### src/rtl/dp_pkg.sv
package dp_pkg;
  localparam int FS_W = 4;

  // Function-select codes
  localparam logic [FS_W-1:0] FN_MOVA  = 4'b0000;
  localparam logic [FS_W-1:0] FN_INC   = 4'b0001;
  localparam logic [FS_W-1:0] FN_ADD   = 4'b0010;
  localparam logic [FS_W-1:0] FN_ADDC  = 4'b0011;
  localparam logic [FS_W-1:0] FN_ADDNB = 4'b0100;
  localparam logic [FS_W-1:0] FN_SUB   = 4'b0101;
  localparam logic [FS_W-1:0] FN_DEC   = 4'b0110;
  localparam logic [FS_W-1:0] FN_MOVA2 = 4'b0111;

  // Low three bits of a logic/shift code
  localparam logic [2:0] LS_AND = 3'b000;
  localparam logic [2:0] LS_OR  = 3'b001;
  localparam logic [2:0] LS_XOR = 3'b010;
  localparam logic [2:0] LS_NOT = 3'b011;
  localparam logic [2:0] LS_PB  = 3'b100;
  localparam logic [2:0] LS_SHR = 3'b101;
  localparam logic [2:0] LS_SHL = 3'b110;
  localparam logic [2:0] LS_PB2 = 3'b111;

  typedef enum logic [1:0] {
    Y_ZERO = 2'b00,
    Y_B    = 2'b01,
    Y_NB   = 2'b10,
    Y_ONES = 2'b11
  } y_src_e;
endpackage

### src/rtl/dp_regfile.sv
module dp_regfile #(
  parameter int W      = 16,
  parameter int NREG   = 8,
  parameter int ADDR_W = $clog2(NREG)
) (
  input  logic              clk,
  input  logic              rst,
  input  logic              we,
  input  logic [ADDR_W-1:0] waddr,
  input  logic [W-1:0]      wdata,
  input  logic [ADDR_W-1:0] raddr_a,
  input  logic [ADDR_W-1:0] raddr_b,
  output logic [W-1:0]      rdata_a,
  output logic [W-1:0]      rdata_b
);
  logic [W-1:0] regs [NREG];

  always_ff @(posedge clk) begin
    for (int i = 0; i < NREG; i++) begin
      if (rst) begin
        regs[i] <= '0;
      end else if (we && (waddr == ADDR_W'(i))) begin
        regs[i] <= wdata;
      end
    end
  end

  always_comb begin
    rdata_a = regs[raddr_a];
    rdata_b = regs[raddr_b];
  end
endmodule

### src/rtl/dp_arith.sv
module dp_arith
  import dp_pkg::*;
#(
  parameter int W = 16
) (
  input  logic [W-1:0] a,
  input  logic [W-1:0] b,
  input  logic [2:0]   sel,
  output logic [W-1:0] res,
  output logic         carry,
  output logic         ovf
);
  logic [W-1:0] y;
  logic [W:0]   sum;
  y_src_e       ysrc;

  always_comb begin
    ysrc = y_src_e'(sel[2:1]);
    unique case (ysrc)
      Y_ZERO:  y = '0;
      Y_B:     y = b;
      Y_NB:    y = ~b;
      default: y = '1;
    endcase
    sum   = {1'b0, a} + {1'b0, y} + {{W{1'b0}}, sel[0]};
    res   = sum[W-1:0];
    carry = sum[W];
    ovf   = (a[W-1] == y[W-1]) && (sum[W-1] != a[W-1]);
  end
endmodule

### src/rtl/dp_logic_shift.sv
module dp_logic_shift
  import dp_pkg::*;
#(
  parameter int W = 16
) (
  input  logic [W-1:0] a,
  input  logic [W-1:0] b,
  input  logic [2:0]   sel,
  output logic [W-1:0] res
);
  always_comb begin
    unique case (sel)
      LS_AND:  res = a & b;
      LS_OR:   res = a | b;
      LS_XOR:  res = a ^ b;
      LS_NOT:  res = ~a;
      LS_SHR:  res = {1'b0, b[W-1:1]};
      LS_SHL:  res = {b[W-2:0], 1'b0};
      LS_PB, LS_PB2: res = b;
      default: res = b;
    endcase
  end
endmodule

### src/rtl/dp_datapath.sv
module dp_datapath
  import dp_pkg::*;
#(
  parameter int W      = 16,
  parameter int NREG   = 8,
  localparam int ADDR_W = $clog2(NREG),
  localparam int CW_W   = 3 * ADDR_W + FS_W + 3
) (
  input  logic            clk,
  input  logic            rst,
  input  logic [CW_W-1:0] ctrl_word,
  input  logic [W-1:0]    const_in,
  input  logic [W-1:0]    data_in,
  output logic [W-1:0]    bus_a_o,
  output logic [W-1:0]    bus_b_o,
  output logic            flag_c,
  output logic            flag_v,
  output logic            flag_z,
  output logic            flag_n
);
  // Field positions, MSB first
  localparam int RW_POS = 0;
  localparam int MD_POS = 1;
  localparam int FS_LO  = 2;
  localparam int MB_POS = FS_LO + FS_W;
  localparam int BA_LO  = MB_POS + 1;
  localparam int AA_LO  = BA_LO + ADDR_W;
  localparam int DA_LO  = AA_LO + ADDR_W;

  logic [ADDR_W-1:0] dst_sel, a_sel, b_sel;
  logic              b_from_const, d_from_ext, reg_we;
  logic [FS_W-1:0]   fsel;
  logic [W-1:0]      reg_a, reg_b, wb_bus, fu_res;
  logic [W-1:0]      ar_res, ls_res;
  logic              ar_c, ar_v;

  always_comb begin
    dst_sel      = ctrl_word[DA_LO +: ADDR_W];
    a_sel        = ctrl_word[AA_LO +: ADDR_W];
    b_sel        = ctrl_word[BA_LO +: ADDR_W];
    b_from_const = ctrl_word[MB_POS];
    fsel         = ctrl_word[FS_LO +: FS_W];
    d_from_ext   = ctrl_word[MD_POS];
    reg_we       = ctrl_word[RW_POS];
  end

  dp_regfile #(.W(W), .NREG(NREG), .ADDR_W(ADDR_W)) u_rf (
    .clk     (clk),
    .rst     (rst),
    .we      (reg_we),
    .waddr   (dst_sel),
    .wdata   (wb_bus),
    .raddr_a (a_sel),
    .raddr_b (b_sel),
    .rdata_a (reg_a),
    .rdata_b (reg_b)
  );

  always_comb begin
    bus_a_o = reg_a;
    bus_b_o = b_from_const ? const_in : reg_b;
  end

  dp_arith #(.W(W)) u_arith (
    .a     (bus_a_o),
    .b     (bus_b_o),
    .sel   (fsel[2:0]),
    .res   (ar_res),
    .carry (ar_c),
    .ovf   (ar_v)
  );

  dp_logic_shift #(.W(W)) u_ls (
    .a   (bus_a_o),
    .b   (bus_b_o),
    .sel (fsel[2:0]),
    .res (ls_res)
  );

  always_comb begin
    if (fsel[FS_W-1]) begin
      fu_res = ls_res;
      flag_c = 1'b0;
      flag_v = 1'b0;
    end else begin
      fu_res = ar_res;
      flag_c = ar_c;
      flag_v = ar_v;
    end
    flag_z = (fu_res == '0);
    flag_n = fu_res[W-1];
    wb_bus = d_from_ext ? data_in : fu_res;
  end
endmodule

### config.mk
export PLATFORM = sky130hd
export DESIGN_NAME = dp_datapath
export DESIGN_NICKNAME = d
export VERILOG_FILES = /design/src/rtl/dp_pkg.sv /design/src/rtl/dp_regfile.sv /design/src/rtl/dp_arith.sv /design/src/rtl/dp_logic_shift.sv /design/src/rtl/dp_datapath.sv
export SDC_FILE = /design/constraint.sdc
export NUM_CORES = 1
export LEC_CHECK = 0
export BUFFER_PORTS_ARGS = -buffer_cell sky130_fd_sc_hd__buf_2
export CORE_MARGIN = 2
export CORE_UTILIZATION = 30
export DETAILED_ROUTE_END_ITERATION = 8
export GPL_ROUTABILITY_DRIVEN = 0
export PLACE_DENSITY = 0.49
export SLEW_MARGIN = 15
export SYNTH_ARGS = -nofsm -noshare
export SYNTH_HDL_FRONTEND = slang
export SYNTH_SLANG_ARGS = --single-unit
### constraint.sdc
create_clock -name clk -period 6.25 [get_ports clk]
set_input_delay 1.25 -clock clk [delete_from_list [all_inputs] [get_ports clk]]
set_output_delay 1.25 -clock clk [all_outputs]
set_load 0.02 [all_outputs]
==> out/results.ini, run 1 <==
[finish]
top_regs=u_rf.regs x128
largest_reg_flops=128
largest-register=u_rf.regs
fin_nets=1178
multi_input_area_sq_um=5560
fin_area_sq_um=12400
areaGrowthSynthToFinish_pct=27.7
diodes=0
drive_above_1_share=0.356
regArea_sq_um=3840
fill_cells=3122

[grt]
grt_pass1_wl_um=50300
antenna_found_initial=0
grt_pass1_vias=7960
grt_overflow=0
grt.total_usage=0.203
grt_max_degree=28

[sta]
slew_violations=0
setup_slack_ps=-197
worst_pin_slew_ps=983
period_needed_ps=6450
skew_ps=10.7
setup_viol=1
fin_crit_sh=1.03
fmax_mhz=155
slew_headroom=0.343
rsz0062_at_grt=yes
hold_viol_final=0

[logic_synthesis]
yosys.area.top_type=edfxtp_1
synthAdderAreaFrac=0.0645
yosysWarnings=0
synthSimpleGateAreaFrac=0.120
synth_edf_count=128
syn_area_sq_um=9740
synth-xor-area-share=0.0117
synth-async-reset-ratio=0
syn_nets=976
yosys_most_used_dff=edfxtp_1
yosys.cell_types.count=77
synth_top_family_by_area=multiplexers
synth_seq_cells=128
yosysSeqAreaShare=0.395
synth.area.top_cells=edfxtp_1 39%, mux4_2 10%, nor2_1 6.3%
synth.avg_cell_area_sq_um=11.1
syn-instance-count=877
synth_compound_area_frac=0.128
synth_top_area_frac=0.395
yosys-mux-area-fraction=0.233

[setup_path]
path_max_fanout=7
endpoint_kind=output pin
critPathKind=in -> out
worstPathRequired_ps=5000
critical_path_arrival_ps=5200
startpoint_type=input port
worst-path-buf-inv=2
path_cells=buf_12 > mux4_2 > mux2_4 > mux2_4 > mux2_4 > ha_4 > nand2_2 > o31a_1 > o41ai_4 > xor2_1 > a221oi_2 > nand4b_1 > nor4b_2 > and4_2 > buf_6
cp_slowest_stage_delay_ps=500
crit_top_cell=mux2_4
crit_slowest_cell=mux4_2
critPathTopFamily=multiplexers

[clocking]
clkTransAtPathRegs_ps=60
root_buffer=clkbuf_16
cts.sinks=128
cts.path.max_buffers=2
cts_buffers=17
holdBufCountCts=0
htree_levels=4
clock_latency_ps=420
cts_tree=done

[route]
totalWireLength_um=33900
wl_per_cell_um=22.2
drt_iter0_markers=645
viasPerCell=5.27
final_antenna_net_count=0
drt_pass1_iterations=5
vias=8051
drc=0

[min_path]
min_path_type=in -> reg

[power_and_ir_drop]
p_per_area_nw_per_um2=241
power_mw=3.00
p_leak_nw=5.28
ir_drop_uv=196

[outcome]
status=finished, violations left
violations=setup timing

[floorplanning]
start_util=0.306
die_h_um=184
core_area_sq_um=31800
pin_count=86
num_rows=65
dieArea_sq_um=33900
die_x_um=184

[place]
dp.final_hpwl_um=25500
dpl_cell_area_sq_um=11600
port_buffers=85

[job]
max_cap_violations=0

metal layers:
metal | up-vias | routed length (um) | GRT usage
met5 | - | 0 | 0
met2 | 261 | 16900 | 0.352
li1 | 3715 | - | -
met4 | 0 | 725 | 0.0582
met3 | 38 | 1560 | 0.0259
met1 | 4037 | 14800 | 0.266
Yosys cell counts (4+ instances only):
library cell and count:
mux2i_4 4, ha_1 47, a31oi_1 8, clkbuf_1 31, nand2b_1 4, xor2_1 7, buf_1 4, o211ai_1 6
mux4_1 15, o21ai_1 5, a21oi_1 28, o21ai_0 34, mux4_2 45, edfxtp_1 128, nand3_1 10, o21a_1 8
a22o_1 5, nor3_1 11, nand2_1 44, mux2_2 15, a31o_2 6, and2_1 6, nor2_2 8, nor2_1 164
a22oi_1 4, buf_2 8, xnor2_1 6, a221o_1 5, a21o_1 12, a221oi_1 5, mux2i_1 55, buf_6 5
inv_1 38, clkinv_1 4, nor2b_1 11, buf_4 8, a211oi_1 6
placed cells by master, fill, tap and decap left out, types with 7 or more instances in the layout:
cell type and instances:
mux2i_1 54, o21a_1 8, nand3_1 10, buf_4 146
a21o_1 12, mux4_1 13, nor3_1 11, edfxtp_1 128
inv_1 38, nor2_2 8, o21ai_0 28, mux2_2 11
buf_2 80, buf_12 10, ha_1 45, o21ai_1 9
xor2_1 7, clkbuf_16 17, a21oi_1 26, a31oi_1 8
nor2_1 164, nor2b_1 11, mux4_2 47, nand2_1 42
cells by family after synthesis:
logic type	after synthesis
adders and majority gates	49
DFF	128
xor gates and xnor gates	13
buffers and inverters	101
AOI/OAI and AO/OA	176
and+or+nand+nor	272
muxes	138
area by class of cell:
cell class	instances	share of cell area
flip-flops and latches	128	0.309
multi-input cells	648	0.447
well taps	435	0.0437
clock inverters	15	0.0129
repair buffers	240	0.140
inverters	44	0.0133
clock buffers	17	0.0342
metrics by stage:
stage               instances  TNS [ps]  worst slack, ps  hold slack (ps)   util
global route             1527      -324             -324             1270  0.391
detailed placement       1488      -682             -475             1700  0.366
CTS                      1522      -150             -150             1270  0.387
global placement         1488      -467             -374             1700  0.366
floorplan                 877         0             10.5             1370      -
finish                   1527      -197             -197             1270  0.391
worst register-to-register path: stages (launching register included):
cell,delay [ps]
edfxtp_1,400
mux4_2,490
mux2_4,320
mux2i_4,170
o21ai_2,80
fa_2,380
fa_2,360
a21o_1,220
a221oi_2,240
buf_4,170
buf_4,110
o311a_4,210
buf_4,100
nor2_1,40
xnor2_1,140
o22a_1,180
buf_4,110
nand2_1,40
o21ai_1,460
nor2_1,110
power breakdown:
part           leakage, nW  switching, mW  internal (mW)
clock                0.274          0.388          0.590
sequential            1.33         0.0233          0.991
combinational         3.68          0.548          0.462
total                 5.28          0.959           2.04
repair_timing:
item / CTS / global route
pin swaps: 5 / 17
setup endpoints to repair: 3 / 3
buffers inserted: 2 / 6
gates resized for setup: 15 / 30
path summary, 6_finish.rpt:
check / start / to / slack (ps) / cells after the start
setup / recovery: ctrl_word[7] / flag_z / -200 / 15
hold / removal: data_in[14] / u_rf.regs[5][14] / 1270 / 3
setup reg to reg: u_rf.regs[7][0] / u_rf.regs[4][12] / 1640 / 19
hold reg to reg: u_rf.regs[0][8] / u_rf.regs[5][9] / 1800 / 8
No activity file was read; power rests on OpenSTA's default activity.
==> inputs of run 2 (changes only) <==
--- a/config.mk
+++ b/config.mk
@@ -6,7 +6,6 @@
 export NUM_CORES = 1
 export LEC_CHECK = 0
 export BUFFER_PORTS_ARGS = -buffer_cell sky130_fd_sc_hd__buf_2
-export CORE_MARGIN = 2
 export CORE_UTILIZATION = 30
 export DETAILED_ROUTE_END_ITERATION = 8
 export GPL_ROUTABILITY_DRIVEN = 0
==> out/results.ini, run 2 (synthesis gave the netlist of run 1 again) <==
[clocking]
cts_tree=done
clkTransAtPathRegs_ps=60
cts.path.max_buffers=2
holdBufCountCts=0
cts.sinks=128
root_buffer=clkbuf_16
htree_levels=4
clock_latency_ps=420
cts_buffers=17

[route]
drc=0
wl_per_cell_um=23.0
dr_wl_met3_um=1960
highest_layer=met4
vias=8071
wl_met1_um=14900
totalWireLength_um=34400
viasPerCell=5.40
final_antenna_net_count=0
drt_iter0_markers=682
wl_met2_um=16700
drt_pass1_iterations=5

[grt]
grt_max_degree=36
grt_pass1_vias=7901
antenna_found_initial=0
grt_overflow=0
grt.total_usage=0.207
grt_pass1_wl_um=50100

[sta]
setup_viol=1
hold_ws_ps=1270
slew_violations=0
fmax_mhz=157
rsz0062_at_grt=yes
hold_viol_final=0
worst_pin_slew_ps=1100
period_needed_ps=6370
fin_crit_sh=1.02
slew_headroom=0.267
skew_ps=11.0
setup_slack_ps=-120

[min_path]
hold_depth=3
min_path_type=in -> reg

[finish]
areaGrowthSynthToFinish_pct=28.6
largest_reg_flops=128
drive_above_1_share=0.367
multi_input_area_sq_um=5630
regArea_sq_um=3840
fin_area_sq_um=12500
diodes=0
largest-register=u_rf.regs
final_cell_mix=164 x nor2_1, 144 x buf_4, 128 x edfxtp_1, 82 x buf_2, 51 x mux2i_1
top_regs=u_rf.regs x128
fill_cells=3072
fin_nets=1179
final_core_util=0.395
layout_commonest_cell=nor2_1

[setup_path]
critical_path_arrival_ps=5120
endpoint_kind=output pin
reg2reg_depth=19
crit_slowest_cell=mux4_2
worstPathRequired_ps=5000
path_cells=buf_12 > mux4_2 > mux2_4 > mux2i_4 > o21ai_2 > fa_2 > fa_2 > a21o_1 > a221oi_2 > buf_4 > o311a_1 > buf_4 > nor2_1 > xnor2_1 > o22a_1 > and4_2 > buf_6
critPathTopFamily=compound AO/OA/AOI/OAI gates
crit_cells=17
critPathKind=in -> out
startpoint_type=input port
cp_slowest_stage_delay_ps=500
path_max_fanout=5
worst-path-buf-inv=4

[outcome]
violations=setup timing
status=finished, violations left

[power_and_ir_drop]
p_leak_nw=5.33
intPower_mw=2.17
p_sw_mw=0.959
power_frac_seq=0.325
p_per_area_nw_per_um2=249
ir_drop_uv=211
clkPwrFrac=0.344
sw_frac_of_total=0.307
power_frac_comb=0.331

[place]
port_buffers=85
dpl_cell_area_sq_um=11500
dp.final_hpwl_um=25200

[floorplanning]
die_x_um=182
start_util=0.307
num_rows=65
pin_count=86
die_h_um=182
dieArea_sq_um=33200
core_area_sq_um=31700

[job]
max_cap_violations=0

-- run 2: changes by cell type in the layout (fill, tap and decap cells not counted), moves of 3 or more --
cell,before,now
bufinv_16,2,5
clkinv_1,5,8
clkinvlp_4,4,1
inv_6,4,1
mux2_2,11,8
mux2_4,5,8
mux2i_1,54,51
-- run 2: final timing paths --
check             slack (ps)          endpoint       startpoint
setup / recovery        -120            flag_z     ctrl_word[7]
hold / removal          1270  u_rf.regs[5][14]      data_in[14]
hold reg to reg         1780   u_rf.regs[6][9]  u_rf.regs[0][8]
setup reg to reg        1650  u_rf.regs[0][12]  u_rf.regs[3][0]
-- run 2: timing repair --
action,4_1_cts,5_1_grt
pin swaps,9,25
gates resized for setup,19,49
buffers inserted,4,9
endpoints found under the setup margin,4,4
gates cloned,0,1
hold endpoints to repair,0,0
-- run 2: tightest hold or removal path, cell delays in order --
cell and delay, ps:
buf_2 110, o21ai_4 130, nor2_2 100
-- run 2: area by class of cell --
cell class                      instances  share of cell area
Inverter                               44              0.0132
Clock buffer                           17              0.0340
Tap cell                              402              0.0401
Timing Repair Buffer                  241               0.139
Multi-Input combinational cell        648               0.450
Clock inverter                         15              0.0173
Sequential cell                       128               0.307
-- run 2: stage by stage --
stage / instances / TNS, ps / worst slack, ps / power [mW]
6_report: 1495 / -120 / -120 / 3.12
5_1_grt: 1495 / -270 / -270 / 3.25
4_1_cts: 1485 / -232 / -232 / 3.07
3_5_place_dp: 1449 / -619 / -421 / 1.98
3_3_place_gp: 1449 / -466 / -381 / 1.98
2_1_floorplan: 877 / 0 / 10.5 / 1.57
-- run 2: power by group through the flow --
stage	clock [mW]	sequential (mW)	combinational, mW
2_1_floorplan	0	1.02	0.550
3_3_place_gp	0	1.03	0.947
3_5_place_dp	0	1.03	0.949
4_1_cts	1.08	1.01	0.975
5_1_grt	1.12	1.02	1.11
6_report	1.08	1.01	1.03
-- run 2: metal layers --
layer  global-route usage  vias to the layer above
met4               0.0682                        0
met3               0.0279                       48
met2                0.348                      320
met1                0.274                     3975
li1                     -                     3728
met5                    0                        -
